[src/rtl/addr_filter_pkg.sv]
package addr_filter_pkg;

    localparam int ADDR_BYTES  = 6;
    localparam int ADDR_W      = ADDR_BYTES * 8;
    localparam int HASH_W      = 6;
    localparam int TABLE_BITS  = 1 << HASH_W;
    localparam int TABLE_BYTES = TABLE_BITS / 8;
    localparam int NUM_REGS    = ADDR_BYTES + TABLE_BYTES;
    localparam int SEL_W       = $clog2(NUM_REGS);
    localparam int CNT_W       = $clog2(ADDR_BYTES + 1);

    localparam logic [31:0] CRC_POLY = 32'hEDB88320;
    localparam logic [31:0] CRC_INIT = 32'hFFFFFFFF;

    // rx_mode bit positions
    localparam int MODE_BCAST   = 2;
    localparam int MODE_GROUP   = 3;
    localparam int MODE_PROMISC = 4;
    localparam int MODE_MONITOR = 5;

    typedef struct packed {
        logic valid;
        logic accept;
        logic store;
        logic group;
        logic monitor_miss;
    } verdict_t;

    // one byte through the reflected CRC-32, LSB first
    function automatic logic [31:0] crc_step(input logic [31:0] c, input logic [7:0] d);
        logic [31:0] r;
        r = c;
        for (int i = 0; i < 8; i++) begin
            if (r[0] ^ d[i]) r = (r >> 1) ^ CRC_POLY;
            else             r = r >> 1;
        end
        return r;
    endfunction

    function automatic logic [HASH_W-1:0] hash_index(input logic [31:0] c);
        logic [HASH_W-1:0] r;
        for (int i = 0; i < HASH_W; i++) r[i] = c[HASH_W-1-i];
        return r;
    endfunction

endpackage

[src/rtl/addr_filter_regs.sv]
module addr_filter_regs
    import addr_filter_pkg::*;
(
    input  logic                  clk,
    input  logic                  rst,
    input  logic                  we,
    input  logic [SEL_W-1:0]      sel,
    input  logic [7:0]            wdata,
    output logic [ADDR_W-1:0]     station,
    output logic [TABLE_BITS-1:0] table_bits
);

    for (genvar g = 0; g < NUM_REGS; g++) begin : g_reg
        logic [7:0] q;
        always_ff @(posedge clk) begin
            if (rst)                                   q <= '0;
            else if (we && sel == SEL_W'(g))           q <= wdata;
        end
        if (g < ADDR_BYTES) begin : g_sta
            assign station[g*8 +: 8] = q;
        end else begin : g_tbl
            assign table_bits[(g-ADDR_BYTES)*8 +: 8] = q;
        end
    end

endmodule

[src/rtl/addr_filter_capture.sv]
module addr_filter_capture
    import addr_filter_pkg::*;
(
    input  logic              clk,
    input  logic              rst,
    input  logic              rx_valid,
    input  logic              rx_sof,
    input  logic [7:0]        rx_data,
    output logic [ADDR_W-1:0] addr,
    output logic [31:0]       crc,
    output logic              done
);

    logic [CNT_W-1:0]           cnt_q;
    logic [ADDR_BYTES-1:0][7:0] addr_q;
    logic [31:0]                crc_q;
    logic                       done_q;

    always_ff @(posedge clk) begin
        if (rst) begin
            cnt_q  <= '0;
            addr_q <= '0;
            crc_q  <= CRC_INIT;
            done_q <= 1'b0;
        end else begin
            done_q <= 1'b0;
            if (rx_valid) begin
                if (rx_sof) begin
                    addr_q[0] <= rx_data;
                    crc_q     <= crc_step(CRC_INIT, rx_data);
                    cnt_q     <= CNT_W'(1);
                    done_q    <= (ADDR_BYTES == 1);
                end else if (cnt_q != '0 && cnt_q < CNT_W'(ADDR_BYTES)) begin
                    addr_q[cnt_q] <= rx_data;
                    crc_q         <= crc_step(crc_q, rx_data);
                    cnt_q         <= cnt_q + CNT_W'(1);
                    done_q        <= (cnt_q == CNT_W'(ADDR_BYTES - 1));
                end
            end
        end
    end

    assign addr = addr_q;
    assign crc  = crc_q;
    assign done = done_q;

endmodule

[src/rtl/addr_filter_decide.sv]
module addr_filter_decide
    import addr_filter_pkg::*;
(
    input  logic                  done,
    input  logic [ADDR_W-1:0]     addr,
    input  logic [31:0]           crc,
    input  logic [ADDR_W-1:0]     station,
    input  logic [TABLE_BITS-1:0] table_bits,
    input  logic [7:0]            mode,
    output verdict_t              verdict
);

    logic              is_group, is_bcast, uni_hit, tbl_hit, take;
    logic [HASH_W-1:0] idx;

    always_comb begin
        is_group = addr[0];
        is_bcast = &addr;
        uni_hit  = (addr == station);
        idx      = hash_index(crc);
        tbl_hit  = table_bits[idx];

        if (mode[MODE_PROMISC]) take = 1'b1;
        else if (is_bcast)      take = mode[MODE_BCAST];
        else if (is_group)      take = mode[MODE_GROUP] & tbl_hit;
        else                    take = uni_hit;

        verdict.valid        = done;
        verdict.accept       = done & take;
        verdict.group        = done & is_group;
        verdict.store        = done & take & ~mode[MODE_MONITOR];
        verdict.monitor_miss = done & take &  mode[MODE_MONITOR];
    end

endmodule

[src/rtl/addr_filter.sv]
module addr_filter
    import addr_filter_pkg::*;
(
    input  logic             clk,
    input  logic             rst,
    input  logic             cfg_we,
    input  logic [SEL_W-1:0] cfg_sel,
    input  logic [7:0]       cfg_wdata,
    input  logic [7:0]       rx_mode,
    input  logic             rx_valid,
    input  logic             rx_sof,
    input  logic [7:0]       rx_data,
    output logic             dec_valid,
    output logic             dec_accept,
    output logic             dec_store,
    output logic             dec_group,
    output logic             dec_monitor_miss
);

    logic [ADDR_W-1:0]     station, addr;
    logic [TABLE_BITS-1:0] table_bits;
    logic [31:0]           crc;
    logic                  done;
    verdict_t              verdict;

    addr_filter_regs u_regs (
        .clk(clk), .rst(rst), .we(cfg_we), .sel(cfg_sel), .wdata(cfg_wdata),
        .station(station), .table_bits(table_bits)
    );

    addr_filter_capture u_cap (
        .clk(clk), .rst(rst), .rx_valid(rx_valid), .rx_sof(rx_sof),
        .rx_data(rx_data), .addr(addr), .crc(crc), .done(done)
    );

    addr_filter_decide u_dec (
        .done(done), .addr(addr), .crc(crc), .station(station),
        .table_bits(table_bits), .mode(rx_mode), .verdict(verdict)
    );

    assign dec_valid        = verdict.valid;
    assign dec_accept       = verdict.accept;
    assign dec_store        = verdict.store;
    assign dec_group        = verdict.group;
    assign dec_monitor_miss = verdict.monitor_miss;

endmodule

[config.mk]
export PLATFORM = sky130hd
export DESIGN_NAME = addr_filter
export DESIGN_NICKNAME = d
export VERILOG_FILES = /design/src/rtl/addr_filter_pkg.sv /design/src/rtl/addr_filter_regs.sv /design/src/rtl/addr_filter_capture.sv /design/src/rtl/addr_filter_decide.sv /design/src/rtl/addr_filter.sv
export SDC_FILE = /design/constraint.sdc
export NUM_CORES = 1
export LEC_CHECK = 0
export BUFFER_PORTS_ARGS = -buffer_cell sky130_fd_sc_hd__buf_2
export CAP_MARGIN = 40
export CORE_ASPECT_RATIO = 0.75
export CORE_MARGIN = 2
export CORE_UTILIZATION = 34
export DETAILED_ROUTE_END_ITERATION = 12
export GPL_TIMING_DRIVEN = 0
export MAX_ROUTING_LAYER = met4
export SLEW_MARGIN = 25
export SYNTH_ARGS = -nofsm -noshare
export SYNTH_HDL_FRONTEND = slang
export SYNTH_HIERARCHICAL = 1
export SYNTH_SLANG_ARGS = --single-unit
[constraint.sdc]
create_clock -name clk -period 1.95 [get_ports clk]
set_input_delay 0.195 -clock clk [delete_from_list [all_inputs] [get_ports clk]]
set_output_delay 0.195 -clock clk [all_outputs]
set_load 0.05 [all_outputs]
==> results.cfg <==
[timing]
rsz_0062_raised_after_global_routing = yes
timing.hold.ws_ns = 0.0918
finClkSkew_ns = 0.0101
hold_viol_final = 0
final-setup-viol-count = 17
setup_ws_ns = -0.842
ratio_of_final_minimum_period_to_clock_period = 1.43
number_of_max_slew_violations_in_the_final_report = 0
max-slew-margin-rel = 0.419
worstMarginPinSlew_ns = 0.871
max_clock_freq_mhz = 358
finalWorstPathRequiredPeriod_ns = 2.79

[worst_hold_path]
min_path_type = primary input to register
min-delay-start = rx_valid
worst_hold_path.num_cells = 3
hold-path-endpoint = u_cap/crc[8]$_SDFFE_PP1P_

[clock_network]
cts_tree = done
cts.root.buffer_cell = clkbuf_16
hold_buffers = 0
clock-sinks = 196
clock_pin_slew_on_the_worst_setup_and_hold_paths_ns = 0.07
clk_latency_ns = 0.45
clock_tree.buffer_depth = 2
cts.htree.levels = 4
cts_inserted_buffers = 17

[logic_synthesis]
synthTopCellsByArea = dfxtp_1, mux2i_1, nand2b_1, xnor2_1, xor2_1
yosys_warnings = 6
synth-async-reset-ratio = 0
synthDistinctLibCells = 70
netlist_instances = 1052
netlist.top_cell.by_area = dfxtp_1
synth.net_count = 1088
synth_area_mm2 = 0.0105
synth-edff-count = 0
synth_seq_cells = 196
yosysSeqAreaShare = 0.373
synth_top_area_frac = 0.373
postSynth.topFlopCell = dfxtp_1
post_synth.cell_area_avg_um2 = 10.0

[setup_path]
worst-path-max-fanout = 3
worstSetupStartpoint = u_regs/g_reg[2].q[6]$_SDFFE_PP0P_
startpoint_type = register
reg_to_reg_start = u_cap/cnt_q[1]$_SDFFE_PP0P_
rr_worst_depth = 9
worstSetupPathType = register to output pin
timing.reg2reg.setup_slack_ns = -0.07
critical_path_required_ns = 1.75
crit-reg2reg-capture = u_cap/addr[35]$_SDFFE_PP0P_
crit_arrival_ns = 2.60
capturing_element_type_of_the_critical_path = output pin

[layout]
nFillCells = 2946
ff_latch_area_mm2 = 0.00397
final_nets = 1164
drive_gt1_frac = 0.209
area_delta_synth_final_pct = 19.3
final-instance-count-excl-fill = 1540
multi_input_area_mm2 = 0.00657
fin_area_mm2 = 0.0126
antenna_cells = 0

[grt]
grt_overflow = 0
grt_start_max_net_pins = 17
grtUsageMet1 = 0.277
grt_antenna_before_repair = 0
grt_use_met3 = 0.0450
first_global_vias = 7693
grt_first_pass_wirelength_mm = 45.8
gr-usage-all-layers = 0.191
grt_most_used_layer = met1
gr-usage-met2 = 0.269

[routing]
route.detailed.vias_per_inst = 5.08
drt_pre_antenna_iters = 5
route.final.wire_length_mm = 29.7
detail_route.wl_per_cell_um = 19.3
vias = 7830
remaining_number_of_nets_flagged_by_the_antenna_check_after_routing = 0
detail_route.iter0.violations = 572
total_drc_errors_in_the_routed_layout = 0

[placed_design]
place.gp.congestion = 0.938
io_buffers = 27
numPlacedInstances = 1480
place_area_mm2 = 0.0113
worst_slack_after_detailed_placement_ns = -0.833
detailed_place_hpwl_mm = 21.4

[floorplanning]
die_w_um = 207
rows = 55
die_y_um = 156
io-pin-count = 38
design.die.area_mm2 = 0.0324
initial_core_util = 0.347
core_mm2 = 0.0303

[pwr]
pwr_density_cell_mw_per_mm2 = 849
vdd_ir_drop_max_mv = 0.535
power.leakage_nw = 5.59

[run_status]
run_status = finished with violations
violations = setup timing

[job]
timing.max_cap.violations = 0
[layout make-up]
type	count	share of cell area
Clock inverter	9	0.00917
Multi-Input combinational cell	766	0.523
Clock buffer	23	0.0390
Sequential cell	196	0.316
Timing Repair Buffer	58	0.0333
Inverter	11	0.00389
Tap cell	399	0.0398
Buffer	78	0.0356
[report_power, final]
group	internal, W	leakage, nW	total [W]	switching, W
logic	0.00128	3.69	0.00271	0.00143
clock network	0.00205	0.290	0.00369	0.00164
registers	0.00414	1.60	0.00426	0.000123
[state kept, by name, indices dropped and copies added (netlist names)]
register,flops
u_cap/cnt_q,3
u_cap/done,1
u_regs/g.q,112
u_cap/addr,48
u_cap/crc,32
[layout by cell type, fill, tap and decap left out, types with 6 or more instances in the layout]
master     synthesis  routed
mux2i_1          174     173
dfxtp_1          196     164
nand2b_1         127     127
xnor2_1           87      79
xor2_1            68      66
nor2_1            67      65
clkbuf_1          47      42
buf_2             19      35
buf_4              4      33
dfxtp_2            0      29
a21oi_1           28      28
clkbuf_16          0      18
nand2_1           18      17
nand4_1           17      17
buf_6              4      14
o21ai_0           14      14
a211o_1           14      14
xnor2_2            6      10
inv_1             11       9
nor3_1             8       8
xnor2_4            4       8
or3_1              8       8
nor4_1            17       8
nand2_2            8       8
nor2b_1            7       7
nand3_1            9       7
nor4_2             0       7
mux4_2             2       6
[logic make-up (layout without fill, tap and decap cells)]
| logic type | count (synthesis) | in the layout | share of synthesized area |
|---|---|---|---|
| AO/OA/AOI/OAI | 92 | 92 | 0.0588 |
| XOR/XNOR | 171 | 171 | 0.160 |
| adder cells (fa/ha/maj) | 3 | 3 | 0.00357 |
| buffers and inverters | 90 | 179 | 0.0406 |
| flip-flops | 196 | 196 | 0.373 |
| multiplexers | 184 | 184 | 0.188 |
| AND/OR/NAND/NOR | 316 | 316 | 0.176 |
[through the flow]
stage	total power, W	setup TNS, ns	util
2_1_floorplan	0.00614	-1.23	-
3_3_place_gp	0.00665	-20.68	0.371
3_5_place_dp	0.00667	-24.92	0.372
4_1_cts	0.0105	-2.87	0.407
5_1_grt	0.0111	-4.27	0.414
6_report	0.0107	-2.92	0.414
[worst max path at each step]
stage | endpoint | slack, ns | cells after the start
6_report | dec_monitor_miss | -0.84 | 8
5_1_grt | dec_monitor_miss | -0.90 | 8
4_1_cts | dec_monitor_miss | -0.78 | 8
3_5_place_dp | dec_monitor_miss | -0.83 | 7
3_3_place_gp | dec_monitor_miss | -1.03 | 7
2_1_floorplan | dec_monitor_miss | -0.14 | 7
[critical path: stages, from the launching register on]
cell,delay [ns]
dfxtp_1,0.41
inv_1,0.06
a222oi_1,0.36
nand4_1,0.22
nor4_4,0.45
o31ai_2,0.14
buf_4,0.19
a31oi_4,0.14
buf_6,0.18
[layer usage]
| metal | up-vias | part of all wire |
|---|---|---|
| met5 | - | 0 |
| met4 | 0 | 0.0086 |
| met3 | 20 | 0.059 |
| met2 | 217 | 0.41 |
| met1 | 3841 | 0.52 |
| li1 | 3752 | - |
[cell usage after synthesis, types with 6 or more instances]
| library cell | number |
|---|---|
| xnor2_2 | 6 |
| nand4_1 | 17 |
| nor2b_1 | 7 |
| or3_1 | 8 |
| nand3_1 | 9 |
| o21ai_0 | 14 |
| mux4_1 | 7 |
| buf_2 | 19 |
| xor2_1 | 68 |
| nand2_2 | 8 |
| xnor2_1 | 87 |
| clkbuf_1 | 47 |
| mux2i_1 | 174 |
| a211o_1 | 14 |
| nor2_1 | 67 |
| nor4_1 | 17 |
| nand2_1 | 18 |
| a21oi_1 | 28 |
| inv_1 | 11 |
| dfxtp_1 | 196 |
| nor3_1 | 8 |
| nand2b_1 | 127 |
[what timing repair did]
item	in CTS	in global routing
gates resized for setup	86	32
endpoints found under the setup margin	70	67
pin swaps	25	20
setup buffers	19	9
cloned	0	0
Power figures use the tool's default switching activity.
